`src/rtl/ssi_rd_pkg.sv`:
```
package ssi_rd_pkg;

    typedef enum logic [2:0] {
        ST_IDLE,
        ST_HOLD,
        ST_LOW,
        ST_HIGH,
        ST_MONO
    } rd_state_e;

    function automatic int word_width(int st_bits, int turn_bits, bit turns_en);
        return st_bits + (turns_en ? turn_bits : 0);
    endfunction

endpackage

```
`src/rtl/ssi_half_timer.sv`:
```
module ssi_half_timer #(
    parameter int HALF_DIV = 4
) (
    input  logic clk,
    input  logic rst_n,
    input  logic run,
    output logic tick
);
    localparam int CW = (HALF_DIV > 1) ? $clog2(HALF_DIV) : 1;

    logic [CW-1:0] cnt;

    assign tick = run && (cnt == CW'(HALF_DIV - 1));

    always_ff @(posedge clk) begin
        if (!rst_n || !run || tick) begin
            cnt <= '0;
        end else begin
            cnt <= cnt + CW'(1);
        end
    end
endmodule

```
`src/rtl/ssi_shift_in.sv`:
```
module ssi_shift_in #(
    parameter int W = 33
) (
    input  logic         clk,
    input  logic         rst_n,
    input  logic         shift,
    input  logic         din,
    output logic [W-1:0] word
);
    always_ff @(posedge clk) begin
        if (!rst_n) begin
            word <= '0;
        end else if (shift) begin
            word <= {word[W-2:0], din};
        end
    end
endmodule

```
`src/rtl/ssi_word_decode.sv`:
```
module ssi_word_decode #(
    parameter int ST_BITS   = 17,
    parameter int TURN_BITS = 16,
    parameter bit TURNS_EN  = 1'b1,
    parameter int W         = 33
) (
    input  logic [W-1:0]         raw,
    input  logic                 gray,
    output logic [ST_BITS-1:0]   pos,
    output logic [TURN_BITS-1:0] turns
);
    logic [W-1:0] folded;
    logic [W-1:0] word;

    always_comb begin
        logic acc;
        acc = 1'b0;
        for (int i = W - 1; i >= 0; i--) begin
            acc       = acc ^ raw[i];
            folded[i] = acc;
        end
    end

    assign word = gray ? folded : raw;
    assign pos  = word[ST_BITS-1:0];

    generate
        if (TURNS_EN) begin : g_turns
            assign turns = word[W-1 -: TURN_BITS];
        end else begin : g_no_turns
            assign turns = '0;
        end
    endgenerate
endmodule

```
`src/rtl/ssi_reader.sv`:
```
module ssi_reader
    import ssi_rd_pkg::*;
#(
    parameter int ST_BITS   = 17,
    parameter int TURN_BITS = 16,
    parameter bit TURNS_EN  = 1'b1,
    parameter int HALF_DIV  = 4,
    parameter int MONO_CYC  = 600,
    parameter int PAD_W     = 4
) (
    input  logic                 clk,
    input  logic                 rst_n,
    input  logic                 start,
    input  logic                 gray_en,
    input  logic [PAD_W-1:0]     pad_clks,
    input  logic                 sdata_in,
    output logic                 sclk_out,
    output logic                 busy,
    output logic                 done,
    output logic [ST_BITS-1:0]   position,
    output logic [TURN_BITS-1:0] turns
);
    localparam int W        = word_width(ST_BITS, TURN_BITS, TURNS_EN);
    localparam int EDGE_MAX = W + (1 << PAD_W);
    localparam int EW       = $clog2(EDGE_MAX + 1);
    localparam int MW       = $clog2(MONO_CYC + 1);

    rd_state_e            state, state_n;
    logic                 pend, pend_n;
    logic                 load;
    logic [EW-1:0]        ecnt, ecnt_inc, last_edge;
    logic [MW-1:0]        mcnt;
    logic [PAD_W-1:0]     pad_q;
    logic                 gray_q;
    logic                 tick;
    logic                 shift_go;
    logic [W-1:0]         raw_word;
    logic [ST_BITS-1:0]   dec_pos;
    logic [TURN_BITS-1:0] dec_turns;
    logic                 publish;

    logic                 sclk_q, busy_q, done_q;
    logic [ST_BITS-1:0]   pos_q;
    logic [TURN_BITS-1:0] turns_q;

    assign ecnt_inc  = ecnt + EW'(1);
    assign last_edge = EW'(W + 1) + EW'(pad_q);
    assign shift_go  = (state == ST_LOW) && tick
                       && (ecnt_inc >= EW'(2)) && (ecnt_inc <= EW'(W + 1));
    assign publish   = (state == ST_MONO) && (mcnt == '0);

    ssi_half_timer #(.HALF_DIV(HALF_DIV)) u_timer (
        .clk   (clk),
        .rst_n (rst_n),
        .run   ((state == ST_LOW) || (state == ST_HIGH)),
        .tick  (tick)
    );

    ssi_shift_in #(.W(W)) u_shift (
        .clk   (clk),
        .rst_n (rst_n),
        .shift (shift_go),
        .din   (sdata_in),
        .word  (raw_word)
    );

    ssi_word_decode #(
        .ST_BITS   (ST_BITS),
        .TURN_BITS (TURN_BITS),
        .TURNS_EN  (TURNS_EN),
        .W         (W)
    ) u_decode (
        .raw   (raw_word),
        .gray  (gray_q),
        .pos   (dec_pos),
        .turns (dec_turns)
    );

    // next-state logic
    always_comb begin
        state_n = state;
        pend_n  = pend;
        load    = 1'b0;
        unique case (state)
            ST_IDLE: begin
                if (start || pend) begin
                    pend_n = 1'b0;
                    if (sdata_in) begin
                        state_n = ST_LOW;
                        load    = 1'b1;
                    end else begin
                        state_n = ST_HOLD;
                    end
                end
            end
            ST_HOLD: begin
                if (sdata_in) begin
                    state_n = ST_LOW;
                    load    = 1'b1;
                end
            end
            ST_LOW: begin
                if (start) pend_n = 1'b1;
                if (tick) begin
                    state_n = (ecnt_inc == last_edge) ? ST_MONO : ST_HIGH;
                end
            end
            ST_HIGH: begin
                if (start) pend_n = 1'b1;
                if (tick) state_n = ST_LOW;
            end
            ST_MONO: begin
                if (start) pend_n = 1'b1;
                if (mcnt == MW'(MONO_CYC - 1)) state_n = ST_IDLE;
            end
            default: state_n = ST_IDLE;
        endcase
    end

    // state register and counters
    always_ff @(posedge clk) begin
        if (!rst_n) begin
            state  <= ST_IDLE;
            pend   <= 1'b0;
            ecnt   <= '0;
            mcnt   <= '0;
            pad_q  <= '0;
            gray_q <= 1'b0;
        end else begin
            state <= state_n;
            pend  <= pend_n;
            if (load) begin
                ecnt   <= '0;
                pad_q  <= pad_clks;
                gray_q <= gray_en;
            end else if ((state == ST_LOW) && tick) begin
                ecnt <= ecnt_inc;
            end
            if (state == ST_MONO) begin
                mcnt <= mcnt + MW'(1);
            end else begin
                mcnt <= '0;
            end
        end
    end

    // registered outputs
    always_ff @(posedge clk) begin
        if (!rst_n) begin
            sclk_q  <= 1'b1;
            busy_q  <= 1'b0;
            done_q  <= 1'b0;
            pos_q   <= '0;
            turns_q <= '0;
        end else begin
            sclk_q <= (state_n != ST_LOW);
            busy_q <= (state_n != ST_IDLE) || pend_n;
            done_q <= publish;
            if (publish) begin
                pos_q   <= dec_pos;
                turns_q <= dec_turns;
            end
        end
    end

    assign sclk_out = sclk_q;
    assign busy     = busy_q;
    assign done     = done_q;
    assign position = pos_q;
    assign turns    = turns_q;
endmodule

```
`config.mk`:
```
export PLATFORM = sky130hd
export DESIGN_NAME = ssi_reader
export DESIGN_NICKNAME = d
export VERILOG_FILES = /design/src/rtl/ssi_rd_pkg.sv /design/src/rtl/ssi_half_timer.sv /design/src/rtl/ssi_shift_in.sv /design/src/rtl/ssi_word_decode.sv /design/src/rtl/ssi_reader.sv
export SDC_FILE = /design/constraint.sdc
export NUM_CORES = 1
export LEC_CHECK = 0
export ABC_AREA = 1
export BUFFER_PORTS_ARGS = -buffer_cell sky130_fd_sc_hd__buf_2
export CORE_ASPECT_RATIO = 0.5
export CORE_UTILIZATION = 59
export CTS_CLUSTER_DIAMETER = 60
export DETAILED_ROUTE_END_ITERATION = 12
export PLACE_DENSITY = 0.79
export SLEW_MARGIN = 0
export SYNTH_ARGS = -nofsm -noshare
export SYNTH_HDL_FRONTEND = slang
export SYNTH_SLANG_ARGS = --single-unit
```
`constraint.sdc`:
```
create_clock -name clk -period 5.1 [get_ports clk]
set_clock_uncertainty 0.1 [all_clocks]
set_input_delay 1.02 -clock clk [delete_from_list [all_inputs] [get_ports clk]]
set_output_delay 1.02 -clock clk [all_outputs]
set_load 0.05 [all_outputs]
```
* After elaboration in Yosys (flattened, before gate mapping) *
Cells that the tools add are included.

cells by class
  add/sub/neg operators = 4
  magnitude comparators = 2
  equality and inequality tests = 8
  muxes and demuxes = 15
  bitwise operators = 33
  reduce and logical (&&, ||, !) cells = 18

operators by type and width
  kind                   count
  $mux 32                1
  $xor 1x1->1            32
  $mux 3                 6
  $pmux 3 s5             1
  $add 10x1->10 const B  1
  $eq 10x10->1 const B   1
  $logic_not 10->1       1
  $add 6x1->6 const B    1
  $add 6x4->6 const A    1
  $eq 3x2->1 const B     2
  $eq 6x6->1             1
  $ge 6x2->1 const B     1
  $le 6x6->1 const B     1
  $logic_and 1x1->1      5
  $logic_or 1x1->1       5
  $mux 1                 4
  $pmux 1 s2             2
  $eq 3x1->1 const B     1
  $eq 3x3->1 const B     1
  $logic_not 3->1        1
  $ne 3x2->1 const B     1
  $reduce_bool 3->1      1
  $reduce_or 3->1        1
  $add 2x1->2 const B    1
  6 further kinds        7

storage, ports and cells
  register bits after elaboration = 96
  bits of input ports = 9

* Longest topological paths before layout *
  word-level depth = 33
  mapped depth = 49
  mapped depth without buffers = 49

* Modules after synthesis *
A second synthesis with hierarchy kept.

second synthesis, totals
  cell total of the unflattened synthesis = 756
  area, all modules = 4969.8 µm²

by module, submodules not included
  module           instances  cells an instance  area an instance (µm²)  sequential area each (µm²)
  ssi_reader       1          367                2652.5                  1221.2
  ssi_shift_in     1          209                1351.3                  660.6
  ssi_word_decode  1          170                880.8                   0.0
  ssi_half_timer   1          10                 85.1                    40.0

* Least setup slack after synthesis *
OpenSTA, ideal clock, no wires.

  path kind = flip-flop to flip-flop
  start = reg u_shift.word[30]
  end = reg pos_q[0] (netlist: position[0])
  arrival = 3878 ps
  data required time = 4891 ps
  setup slack = 1013 ps
  cell stages (with the launch flop) = 50
  buffers on the path = 0
  period minus slack after synthesis = 4087 ps
  cells stage by stage = dfxtp_1 inv_1 nand2_1 nand2_1 nand2_1 nand2_1 nand2_2 nand2_1 nand2_2 nand3_2 nand2_1 nand2_1 nand3_2 nand2_2 nand2_2 nand3_2 nand2_2 nand2_1 (+14 left out) nand3_1 nand3_2 nand2_2 nand2_2 nand3_1 nand3_2 nand2_2 nand2_2 nand3_1 nand3_1 nand3_2 nand2_2 nand2_1 nand3_2 nand2_1 nand3_1 nand2_1 inv_1

between the ends
  word-level cells in the longest chain between the ends = 32

ends and longest elaborated chain
  what                        line                   text
  from (decl)                 ssi_shift_in.sv:8      output logic [W-1:0] word
  from (signal assigned)      ssi_shift_in.sv:14     word <= {word[W-2:0], din};
  $xor 1x1->1 (31 in series)  ssi_word_decode.sv:19  acc = acc ^ raw[i];
  $mux 32                     ssi_word_decode.sv:24  assign word = gray ? folded : raw;
  to (signal assigned)        ssi_reader.sv:160      pos_q <= dec_pos;
  to (decl)                   ssi_reader.sv:43       logic [ST_BITS-1:0] pos_q;

No other way between the ends.
A chain may end at the register's enable or synchronous reset.

* Worst setup path in the final report *
Ends and elaborated chain as after synthesis.

==> results.cfg <==
[critical_path]
worstSetupPathType = flip-flop to flip-flop
crit_slowest_cell = dfxtp_4
ff2ff_setup_slack_ns = 0.31
ff2ff_path_depth = 46
r2r-start = u_shift.word[30]
worstSetupStartpointType = flip-flop
crit_path_max_incr_delay_ns = 0.36
crit_fanout = 5
arrival_ns = 4.94
critPathCaptureType = flip-flop
cp_common_cell = nand2_2
crit_required_ns = 5.25
reg2reg_to = position[0]

[hold_path]
holdPathEnd = u_timer.cnt[0]
hold_class = flip-flop to flip-flop
whs_path_depth = 1
hold_start = u_timer.cnt[0]

[placed_design]
place.port_buffers = 44
dp_slack_ns = 0.470
hpwl_mm = 6.72
place_congestion = 0.826

[power_and_ir_drop]
p_leak_nw = 2.24
peakVddDrop_uv = 210
p_per_area_mw_per_mm2 = 280
power_mw = 1.59

[status]
status = complete, no violations

[flow_run]
cap_violations = 0

[route]
routed-via-count = 4485
drtAntennaViolNets = 0
drtPass1Iterations = 5
drt-vias-per-instance = 5.68
wl_per_cell_um = 14.2
wl_mm = 11.2
drcViolationCount = 0
drtIter0Drc = 322

[clock_tree]
clockBufferDepth = 2
root_buffer = clkbuf_16
cts_hold_buf = 0
cts_buffers = 9
clkSinkCount = 96
cts_tree = done
clk-insertion-delay-late_ns = 0.34
htree_levels = 3
clkTransAtPathRegs_ns = 0.06

[global_routing]
grt_pass1_wl_mm = 17.4
grt_usage_pct = 26.1
grt_max_degree = 67
antenna_found_initial = 0
grt_pass1_vias = 3962
grt_overflow_total = 0

[floorplan]
num_io_pins = 45
std_cell_rows = 22
fp.coreArea_mm2 = 0.00751
die_area_mm2 = 0.00835
start_util_pct = 62.5
die_w_um = 128
dieHeight_um = 65.1

[final_layout]
n_fill_cell = 592
most-common-layout-cells = dfxtp_1, a21oi_1, inv_1
nNetsFinal = 691
diodes = 0
drive_above_1_share_pct = 23.2
area_growth_pct = 20.6
layout_commonest_cell = dfxtp_1

[synth]
synth_seq_area_share_pct = 40.9
ys_warn_count = 0
synthCells = 641
syn_avg_cell_area_um2 = 7.33
yosys.area.top_type = dfxtp_1
synth.area.top_cells = dfxtp_1, a21oi_1, nand3_1
ys_ff_latch = 96
synthDistinctLibCells = 35
syn_area_mm2 = 0.00470
synth_fp_nets = 656
yosys.area.top_type_share_pct = 40.9

[sta]
period_needed_ns = 4.79
report.final.slew_viol_count = 0
setup_viol = 0
slew_headroom_pct = 13.6
layout_setup_ws_ns = 0.306
worst_slew_pin_slew_ns = 1.29
timing.fmax_ghz = 0.209
fin_crit_sh_pct = 94.0
hold_viol_final = 0
## final cells by class
class,instances,area [um^2],area share [%]
inverters,80,300,5.30
flip-flops and latches,96,1930,34.1
clock buffers,14,274,4.84
multi-input cells,438,2690,47.5
clock inverters,2,60.1,1.06
well taps,108,135,2.38
repair buffers,51,273,4.81
## cells in the mapped netlist
master and number:
a21oi_1 80, or2_1 1, o2111ai_1 1, buf_4 1, nand2_1 76, dfxtp_1 96, ha_1 6, clkbuf_1 22
xnor2_1 2, nand2_2 20, clkinv_1 1, nor2_1 39, nor3_1 7, buf_2 2, nor4b_1 1, a31o_1 1
nand3_2 20, o21ai_1 3, nand4_1 3, or2_2 1, o21ai_0 60, xor2_2 1, a211oi_1 1, a31oi_1 3
a22oi_1 1, inv_2 4, o221a_1 1, o311ai_0 1, inv_1 75, nand3_1 74, xor2_1 8, buf_1 2
nor4_1 3, o211ai_1 23, o221ai_1 1
## registers in the layout (all words and copies together), names as in the netlist
register,flops
turns,16
position,17
state,3
gray_q,1
pend,1
done,1
u_shift.word,33
sclk_out,1
busy,1
ecnt,6
u_timer.cnt,2
mcnt,10
pad_q,4
## what timing repair did
action | in CTS | in global routing
endpoints found under the setup margin | 0 | 4
resized for setup | 0 | 67
setup buffers | 0 | 3
hold endpoints to repair | 0 | 0
## worst max-delay path by stage
stage,from,endpoint,cells after the start
final,u_shift.word[30],position[0],46
after detailed placement,u_shift.word[30],position[0],47
after global placement,u_shift.word[30],position[0],47
after floorplan,u_shift.word[30],position[0],49
after global routing,u_shift.word[30],position[0],49
after CTS,u_shift.word[30],position[0],49
## power breakdown
part / leakage, nW / switching (mW) / internal, mW / total [mW]
Combinational: 1.30 / 0.0570 / 0.0224 / 0.0794
Sequential: 0.778 / 0.00515 / 0.757 / 0.762
Clock: 0.163 / 0.276 / 0.470 / 0.747
## routing by layer
layer	GRT usage [%]	vias up	part of all wire, %
li1	-	2247	-
met1	34.4	2098	47
met2	42.6	127	47
met3	6.19	13	4.9
met4	8.09	0	0.94
met5	0	-	0
## cell families (layout without fill, tap and decap cells)
group           after synthesis  after routing  synth area share, %
compound gates              176            176                 20.6
xor+xnor                     11             11                 2.21
fa+ha+maj                     6              6                 1.60
buf+inv                     107            147                 8.68
flops                        96             96                 40.9
simple gates                245            245                 26.0
## critical path: cells and delay by family (launching register included)
family	cells	cell delay, ns
simple gates	44	4.02
flops	1	0.36
xor+xnor	1	0.18
buf+inv	1	0.04
## per-stage QoR
| step | cell area [um^2] | instances | util (%) | hold WS (ns) | TNS [ns] |
|---|---|---|---|---|---|
| after floorplan | 4700 | 641 | - | 0.298 | 0 |
| after global placement | 4990 | 770 | 66.4 | 0.309 | 0 |
| after detailed placement | 4990 | 770 | 66.4 | 0.336 | 0 |
| after CTS | 5320 | 786 | 70.8 | 0.344 | 0 |
| after global routing | 5670 | 789 | 75.4 | 0.369 | -0.0870 |
| final | 5670 | 789 | 75.4 | 0.335 | 0 |
No activity file was read; power rests on OpenSTA's default activity.
